## src/rtl/tsd_pkg.sv

```systemverilog
package tsd_pkg;
  localparam int CNT_W = 5;
  localparam int RNG_W = 2;
  localparam logic [CNT_W-1:0] CNT_MAX = {CNT_W{1'b1}};
  localparam logic [RNG_W-1:0] RNG_MAX = {RNG_W{1'b1}};
endpackage

```

## src/rtl/tsd_persist.sv

```systemverilog
module tsd_persist #(
  parameter int PERSIST = 8
) (
  input  logic clk,
  input  logic rst_n,
  input  logic search_en,
  input  logic blk_tick,
  input  logic env_in,
  output logic env_o,
  output logic label_o,
  output logic virgin_o
);
  localparam int RW = $clog2(PERSIST + 1);
  localparam logic [RW-1:0] RUN_FULL = RW'(PERSIST);
  localparam logic [RW-1:0] RUN_LAST = RW'(PERSIST - 1);

  logic          env_q, env_nx;
  logic [RW-1:0] run_q, run_nx;
  logic          lab_q, lab_nx;
  logic          vir_q, vir_nx;
  logic          eo_q, eo_nx;

  always_comb begin
    env_nx = env_in;
    run_nx = run_q;
    lab_nx = lab_q;
    vir_nx = vir_q;
    eo_nx  = search_en & env_in;
    if (!search_en) begin
      run_nx = '0;
      lab_nx = 1'b0;
      vir_nx = 1'b0;
    end else if (env_in != env_q) begin
      run_nx = '0;
    end else if (blk_tick && (run_q != RUN_FULL)) begin
      run_nx = run_q + 1'b1;
      if (run_q == RUN_LAST) begin
        lab_nx = env_in;
        vir_nx = ~env_in;
      end
    end
  end

  always_ff @(posedge clk or negedge rst_n) begin
    if (!rst_n) begin
      env_q <= 1'b0;
      run_q <= '0;
      lab_q <= 1'b0;
      vir_q <= 1'b0;
      eo_q  <= 1'b0;
    end else begin
      env_q <= env_nx;
      run_q <= run_nx;
      lab_q <= lab_nx;
      vir_q <= vir_nx;
      eo_q  <= eo_nx;
    end
  end

  assign env_o    = eo_q;
  assign label_o  = lab_q;
  assign virgin_o = vir_q;

  AST_OFF_QUIET: assert property (@(posedge clk) disable iff (!rst_n)
    !search_en |=> (!lab_q && !vir_q && !eo_q));
  AST_FLAGS_EXCL: assert property (@(posedge clk) disable iff (!rst_n)
    !(lab_q && vir_q));
  AST_LABEL_LEVEL: assert property (@(posedge clk) disable iff (!rst_n)
    $rose(lab_q) |-> env_q);
  AST_VIRGIN_LEVEL: assert property (@(posedge clk) disable iff (!rst_n)
    $rose(vir_q) |-> !env_q);
endmodule

```

## src/rtl/tsd_label_timer.sv

```systemverilog
module tsd_label_timer
  import tsd_pkg::*;
#(
  parameter int BASE_DIV = 64
) (
  input  logic             clk,
  input  logic             rst_n,
  input  logic             search_en,
  input  logic             env_in,
  input  logic [RNG_W-1:0] rng,
  output logic             done_o,
  output logic [CNT_W-1:0] meas_o
);
  localparam int DW = $clog2(BASE_DIV);

  logic             prev_q;
  logic             in_q, in_nx;
  logic [DW-1:0]    div_q, div_nx;
  logic [CNT_W-1:0] m_q, m_nx;
  logic [DW-1:0]    per_last;

  always_comb per_last = DW'((BASE_DIV >> rng) - 1);

  always_comb begin
    in_nx  = in_q;
    div_nx = div_q;
    m_nx   = m_q;
    if (!search_en) begin
      in_nx  = 1'b0;
      div_nx = '0;
      m_nx   = '0;
    end else if (env_in && !prev_q) begin
      in_nx  = 1'b1;
      div_nx = '0;
      m_nx   = '0;
    end else if (in_q && env_in) begin
      if (div_q == per_last) begin
        div_nx = '0;
        if (m_q != CNT_MAX) m_nx = m_q + 1'b1;
      end else begin
        div_nx = div_q + 1'b1;
      end
    end else if (in_q) begin
      in_nx = 1'b0;
    end
  end

  always_ff @(posedge clk or negedge rst_n) begin
    if (!rst_n) begin
      prev_q <= 1'b0;
      in_q   <= 1'b0;
      div_q  <= '0;
      m_q    <= '0;
    end else begin
      prev_q <= env_in;
      in_q   <= in_nx;
      div_q  <= div_nx;
      m_q    <= m_nx;
    end
  end

  assign done_o = search_en & in_q & ~env_in;
  assign meas_o = m_q;

  AST_COUNT_MONO: assert property (@(posedge clk) disable iff (!rst_n)
    (in_q && $past(in_q)) |-> (m_q >= $past(m_q)));
  AST_OFF_NO_TIMING: assert property (@(posedge clk) disable iff (!rst_n)
    !search_en |=> !in_q);
endmodule

```

## src/rtl/tsd_range_ctl.sv

```systemverilog
module tsd_range_ctl
  import tsd_pkg::*;
#(
  parameter int UP_BELOW   = 4,
  parameter int DOWN_ABOVE = 24
) (
  input  logic             clk,
  input  logic             rst_n,
  input  logic             search_en,
  input  logic             done_i,
  input  logic [CNT_W-1:0] meas_i,
  output logic             inv_o,
  output logic [CNT_W-1:0] cnt_o,
  output logic [RNG_W-1:0] rng_o
);
  localparam logic [CNT_W-1:0] LO_LIM = CNT_W'(UP_BELOW);
  localparam logic [CNT_W-1:0] HI_LIM = CNT_W'(DOWN_ABOVE);

  logic             inv_q, inv_nx;
  logic [CNT_W-1:0] cnt_q, cnt_nx;
  logic [RNG_W-1:0] rng_q, rng_nx;

  always_comb begin
    inv_nx = inv_q;
    cnt_nx = cnt_q;
    rng_nx = rng_q;
    if (!search_en) begin
      inv_nx = 1'b1;
      cnt_nx = '0;
      rng_nx = '0;
    end else if (done_i) begin
      cnt_nx = meas_i;
      if ((meas_i < LO_LIM) && (rng_q != RNG_MAX)) begin
        rng_nx = rng_q + 1'b1;
        inv_nx = 1'b1;
      end else if ((meas_i > HI_LIM) && (rng_q != '0)) begin
        rng_nx = rng_q - 1'b1;
        inv_nx = 1'b1;
      end else begin
        inv_nx = 1'b0;
      end
    end
  end

  always_ff @(posedge clk or negedge rst_n) begin
    if (!rst_n) begin
      inv_q <= 1'b1;
      cnt_q <= '0;
      rng_q <= '0;
    end else begin
      inv_q <= inv_nx;
      cnt_q <= cnt_nx;
      rng_q <= rng_nx;
    end
  end

  assign inv_o = inv_q;
  assign cnt_o = cnt_q;
  assign rng_o = rng_q;

  AST_RANGE_MOVE_INVALID: assert property (@(posedge clk) disable iff (!rst_n)
    (rng_q != $past(rng_q)) |-> inv_q);
  AST_RANGE_ONE_STEP: assert property (@(posedge clk) disable iff (!rst_n)
    (search_en && $past(search_en)) |->
      ((rng_q == $past(rng_q)) || (rng_q == $past(rng_q) + 2'd1) ||
       (rng_q + 2'd1 == $past(rng_q))));
  AST_OFF_INVALID: assert property (@(posedge clk) disable iff (!rst_n)
    !search_en |=> (inv_q && (rng_q == '0)));
endmodule

```

## src/rtl/tape_search_detector.sv

```systemverilog
module tape_search_detector
  import tsd_pkg::*;
#(
  parameter int PERSIST    = 8,
  parameter int BASE_DIV   = 64,
  parameter int UP_BELOW   = 4,
  parameter int DOWN_ABOVE = 24
) (
  input  logic             clk,
  input  logic             rst_n,
  input  logic             search_en,
  input  logic             blk_tick,
  input  logic             env_in,
  output logic             env_out,
  output logic             label_flag,
  output logic             virgin_flag,
  output logic             spd_invalid,
  output logic [CNT_W-1:0] spd_count,
  output logic [RNG_W-1:0] spd_range
);
  logic             rst_s1_q, rst_s2_q;
  logic             done_w;
  logic [CNT_W-1:0] meas_w;

  always_ff @(posedge clk or negedge rst_n) begin
    if (!rst_n) begin
      rst_s1_q <= 1'b0;
      rst_s2_q <= 1'b0;
    end else begin
      rst_s1_q <= 1'b1;
      rst_s2_q <= rst_s1_q;
    end
  end

  tsd_persist #(.PERSIST(PERSIST)) u_persist (
    .clk       (clk),
    .rst_n     (rst_s2_q),
    .search_en (search_en),
    .blk_tick  (blk_tick),
    .env_in    (env_in),
    .env_o     (env_out),
    .label_o   (label_flag),
    .virgin_o  (virgin_flag)
  );

  tsd_label_timer #(.BASE_DIV(BASE_DIV)) u_timer (
    .clk       (clk),
    .rst_n     (rst_s2_q),
    .search_en (search_en),
    .env_in    (env_in),
    .rng       (spd_range),
    .done_o    (done_w),
    .meas_o    (meas_w)
  );

  tsd_range_ctl #(.UP_BELOW(UP_BELOW), .DOWN_ABOVE(DOWN_ABOVE)) u_range (
    .clk       (clk),
    .rst_n     (rst_s2_q),
    .search_en (search_en),
    .done_i    (done_w),
    .meas_i    (meas_w),
    .inv_o     (spd_invalid),
    .cnt_o     (spd_count),
    .rng_o     (spd_range)
  );
endmodule

```

## config.mk

```make
export PLATFORM = sky130hd
export DESIGN_NAME = tape_search_detector
export DESIGN_NICKNAME = d
export VERILOG_FILES = /design/src/rtl/tsd_pkg.sv /design/src/rtl/tsd_persist.sv /design/src/rtl/tsd_label_timer.sv /design/src/rtl/tsd_range_ctl.sv /design/src/rtl/tape_search_detector.sv
export SDC_FILE = /design/constraint.sdc
export NUM_CORES = 1
export LEC_CHECK = 0
export ABC_AREA = 1
export BUFFER_PORTS_ARGS = -buffer_cell sky130_fd_sc_hd__buf_4
export CORE_UTILIZATION = 54
export CTS_BUF_LIST = sky130_fd_sc_hd__clkbuf_8
export DETAILED_ROUTE_END_ITERATION = 7
export GPL_TIMING_DRIVEN = 0
export PLACE_DENSITY = 0.74
export SYNTH_ARGS = -nofsm -noshare
export SYNTH_HDL_FRONTEND = slang
export SYNTH_SLANG_ARGS = --single-unit
```

## constraint.sdc

```tcl
create_clock -name clk -period 2.16 [get_ports clk]
set_input_delay 0.216 -clock clk [delete_from_list [all_inputs] [get_ports clk]]
set_output_delay 0.216 -clock clk [all_outputs]
set_load 0.01 [all_outputs]
```

==> out/results.ini <==
[die]
dieWidth_um=56.7
io_pins=16
dieArea_um2=3220
core_region_area_um2=2810
die_y_um=56.7
start_util=0.576
rows=19

[timing]
max_freq_ghz=0.638
relSlewSlack=0.281
worstMarginPinSlew_ns=1.08
rsz0062_at_grt=false
setup-tns-final_ns=0
layout_setup_ws_ns=0.594
finalSetupViolations=0
fin_crit_ns=1.57
drv_slew=0
skew_ns=0.00691
final-hold-violation-count=0
finalCritPeriodShare=0.725

[detailed_routing]
route.detailed.drc=10
wl_met3_um=176
route.met2.wl_um=1290
via_per_inst=5.26
met1_length_um=1350
vias=1315
maxUsedRoutingLayer=met4
ant_nets=0
drtIter0Drc=77
drt_pass1_iterations=6
wl_per_cell_um=11.5
wirelength_um=2880

[global_route]
grtUsageTotal=0.220
grt_overflow=0
grt_max_degree=29
grt_pass1_wl_um=5270
antenna_found_initial=0
grt_pass1_vias=1268

[clock_network]
cts_tree=yes
insertion_delay_ns=0.28
clkTransAtPathRegs_ns=0.06
root_buffer=clkbuf_8
cts_resized=0
cts_made_buffers=5
cts_num_sinks=30
htreeDepth=2
cts.path.max_buffers=2

[worst_setup_path]
reg2reg_slack_ns=0.59
critPathArrivalTime_ns=1.79
worstPathRequired_ns=2.38
reg2regPathDepth=9
critical_path.max_fanout=6
crit_path_end_kind=flip-flop
r2r-end=u_timer.meas_o[2]
crit_type=flip-flop to flip-flop
r2r_start=u_timer.meas_o[0]
startpoint_type=flip-flop

[yosys]
synth_edf_count=0
syn_area_per_cell_um2=8.29
syn_nets=207
netlist-cell-type-count=26
syn-cell-area_um2=1620
synth_seq_cells=30
yosysWarnings=0
synth-main-ff-cell=dfrtp_1
synth_top_area_frac=0.449
synth_cells=195
synthArstFlopShare=1.00
synth_area_leaders=dfrtp_1, nand2_1, nand3_1, inv_1, ha_1
ys_seq_area_frac=0.465
synth_top_area_cell=dfrtp_1

[placement]
place_ws_ns=0.606
post-dp-hpwl_um=2190
port-buffer-count=15
gp_congestion=0.855

[finish]
layout_common_cells=nand2_1, nand3_1, dfrtp_1
mostFrequentLayoutCell=nand2_1
drive_gt1_frac=0.187
diodes=0
nNetsFinal=230
fill_cells=240
area_growth_pct=16.8

[power]
fin_total_pwr_mw=1.28
irDropWorstVdd_v=0.000421
switching_share=0.245
clkPwrFrac=0.408
switchingPower_mw=0.314
pwr-share-comb=0.108
intPower_mw=0.968
powerDensity_nw_per_um2=679
seqPwrFrac=0.484
p_leak_nw=0.953

[worst_hold_path]
min_to=u_persist.env_q
holdPathStages=1
hp-start=env_in
hp-class=input pin to flip-flop

[job]
maxCapViolCount=0

[run_status]
status=finished with violations
violations=DRC

through the flow:
stage,utilization,cells,hold slack (ns),area (um2)
after CTS,0.673,250,0.0978,1890
after global placement,0.630,241,-0.00214,1770
after floorplan,-,195,-0.0796,1620
after detailed placement,0.630,241,-0.000745,1770
after global routing,0.673,250,0.0971,1890
final,0.673,250,0.106,1890
layout make-up:
cell class | instances | area, um2 | share of cell area
clock buffer | 8 | 110 | 0.0583
tap | 31 | 38.8 | 0.0205
buffer | 3 | 21.3 | 0.0113
multi-input combinational | 134 | 738 | 0.391
timing repair buffer | 16 | 123 | 0.0649
sequential | 30 | 752 | 0.398
inverter | 28 | 105 | 0.0557
cell families after synthesis:
group / Yosys count / share of synthesized area
compound gates: 24 / 0.0782
xor+xnor: 4 / 0.0217
fa+ha+maj: 7 / 0.0542
buf+inv: 31 / 0.0782
flops: 30 / 0.465
other cells: 1 / 0.00232
simple gates: 98 / 0.300
power by group through the flow:
stage	registers, mW	logic (mW)	clock network [mW]
2_1_floorplan	0.629	0.0951	0
3_5_place_dp	0.632	0.138	0
3_3_place_gp	0.630	0.135	0
5_1_grt	0.626	0.164	0.556
4_1_cts	0.621	0.140	0.539
6_report	0.620	0.139	0.523
synth_stat cells (2+ instances only):
library cell,count
inv_2,2
dfrtp_1,29
buf_2,2
nand2_2,5
xor2_1,3
nor2_1,9
nand2_1,43
o21ai_0,13
nand3_1,30
ha_1,7
inv_1,26
nand2_4,2
a21oi_1,9
nor3_1,3
timing repair:
item / CTS / global route
buffers inserted: 0 / 0
hold endpoints to repair: 2 / 0
hold buffers: 1 / 0
worst max path at each step:
stage                            startpoint           endpoint  slack (ns)  cells after the start
after floorplan           u_timer.meas_o[0]  u_timer.meas_o[2]        0.73                      9
after global placement    u_timer.meas_o[0]  u_timer.meas_o[1]        0.62                      9
after detailed placement  u_timer.meas_o[0]  u_timer.meas_o[2]        0.61                      9
after CTS                 u_timer.meas_o[0]  u_timer.meas_o[2]        0.59                      9
after global routing      u_timer.meas_o[0]  u_timer.meas_o[3]        0.49                      9
final                     u_timer.meas_o[0]  u_timer.meas_o[2]        0.59                      9
metal layers:
metal,vias to the layer above,GRT usage
li1,673,-
met1,597,0.270
met5,-,0
met3,8,0.0691
met2,37,0.347
met4,0,0.114
flip-flops by register name, indices dropped and copies added (netlist names):
name,flops
u_timer.in_q,1
u_persist.label_o,1
u_persist.virgin_o,1
u_range.inv_o,1
u_persist.env_o,1
u_persist.env_q,1
rst_s1_q,1
u_timer.div_q,6
u_persist.run_q,4
u_timer.meas_o,5
u_range.rng_o,2
u_range.cnt_o,5
rst_s2_q,1
worst max-delay path: stages (launching register included):
cell and delay [ns]:
dfrtp_1 0.42, ha_1 0.23, nand2_1 0.08, nor2_1 0.05, ha_1 0.18, nor2_2 0.14, nand4_4 0.17, nand2_4 0.11
nand2_1 0.05, nand2_1 0.06
Note: power is estimated with default switching activity, not from simulation.
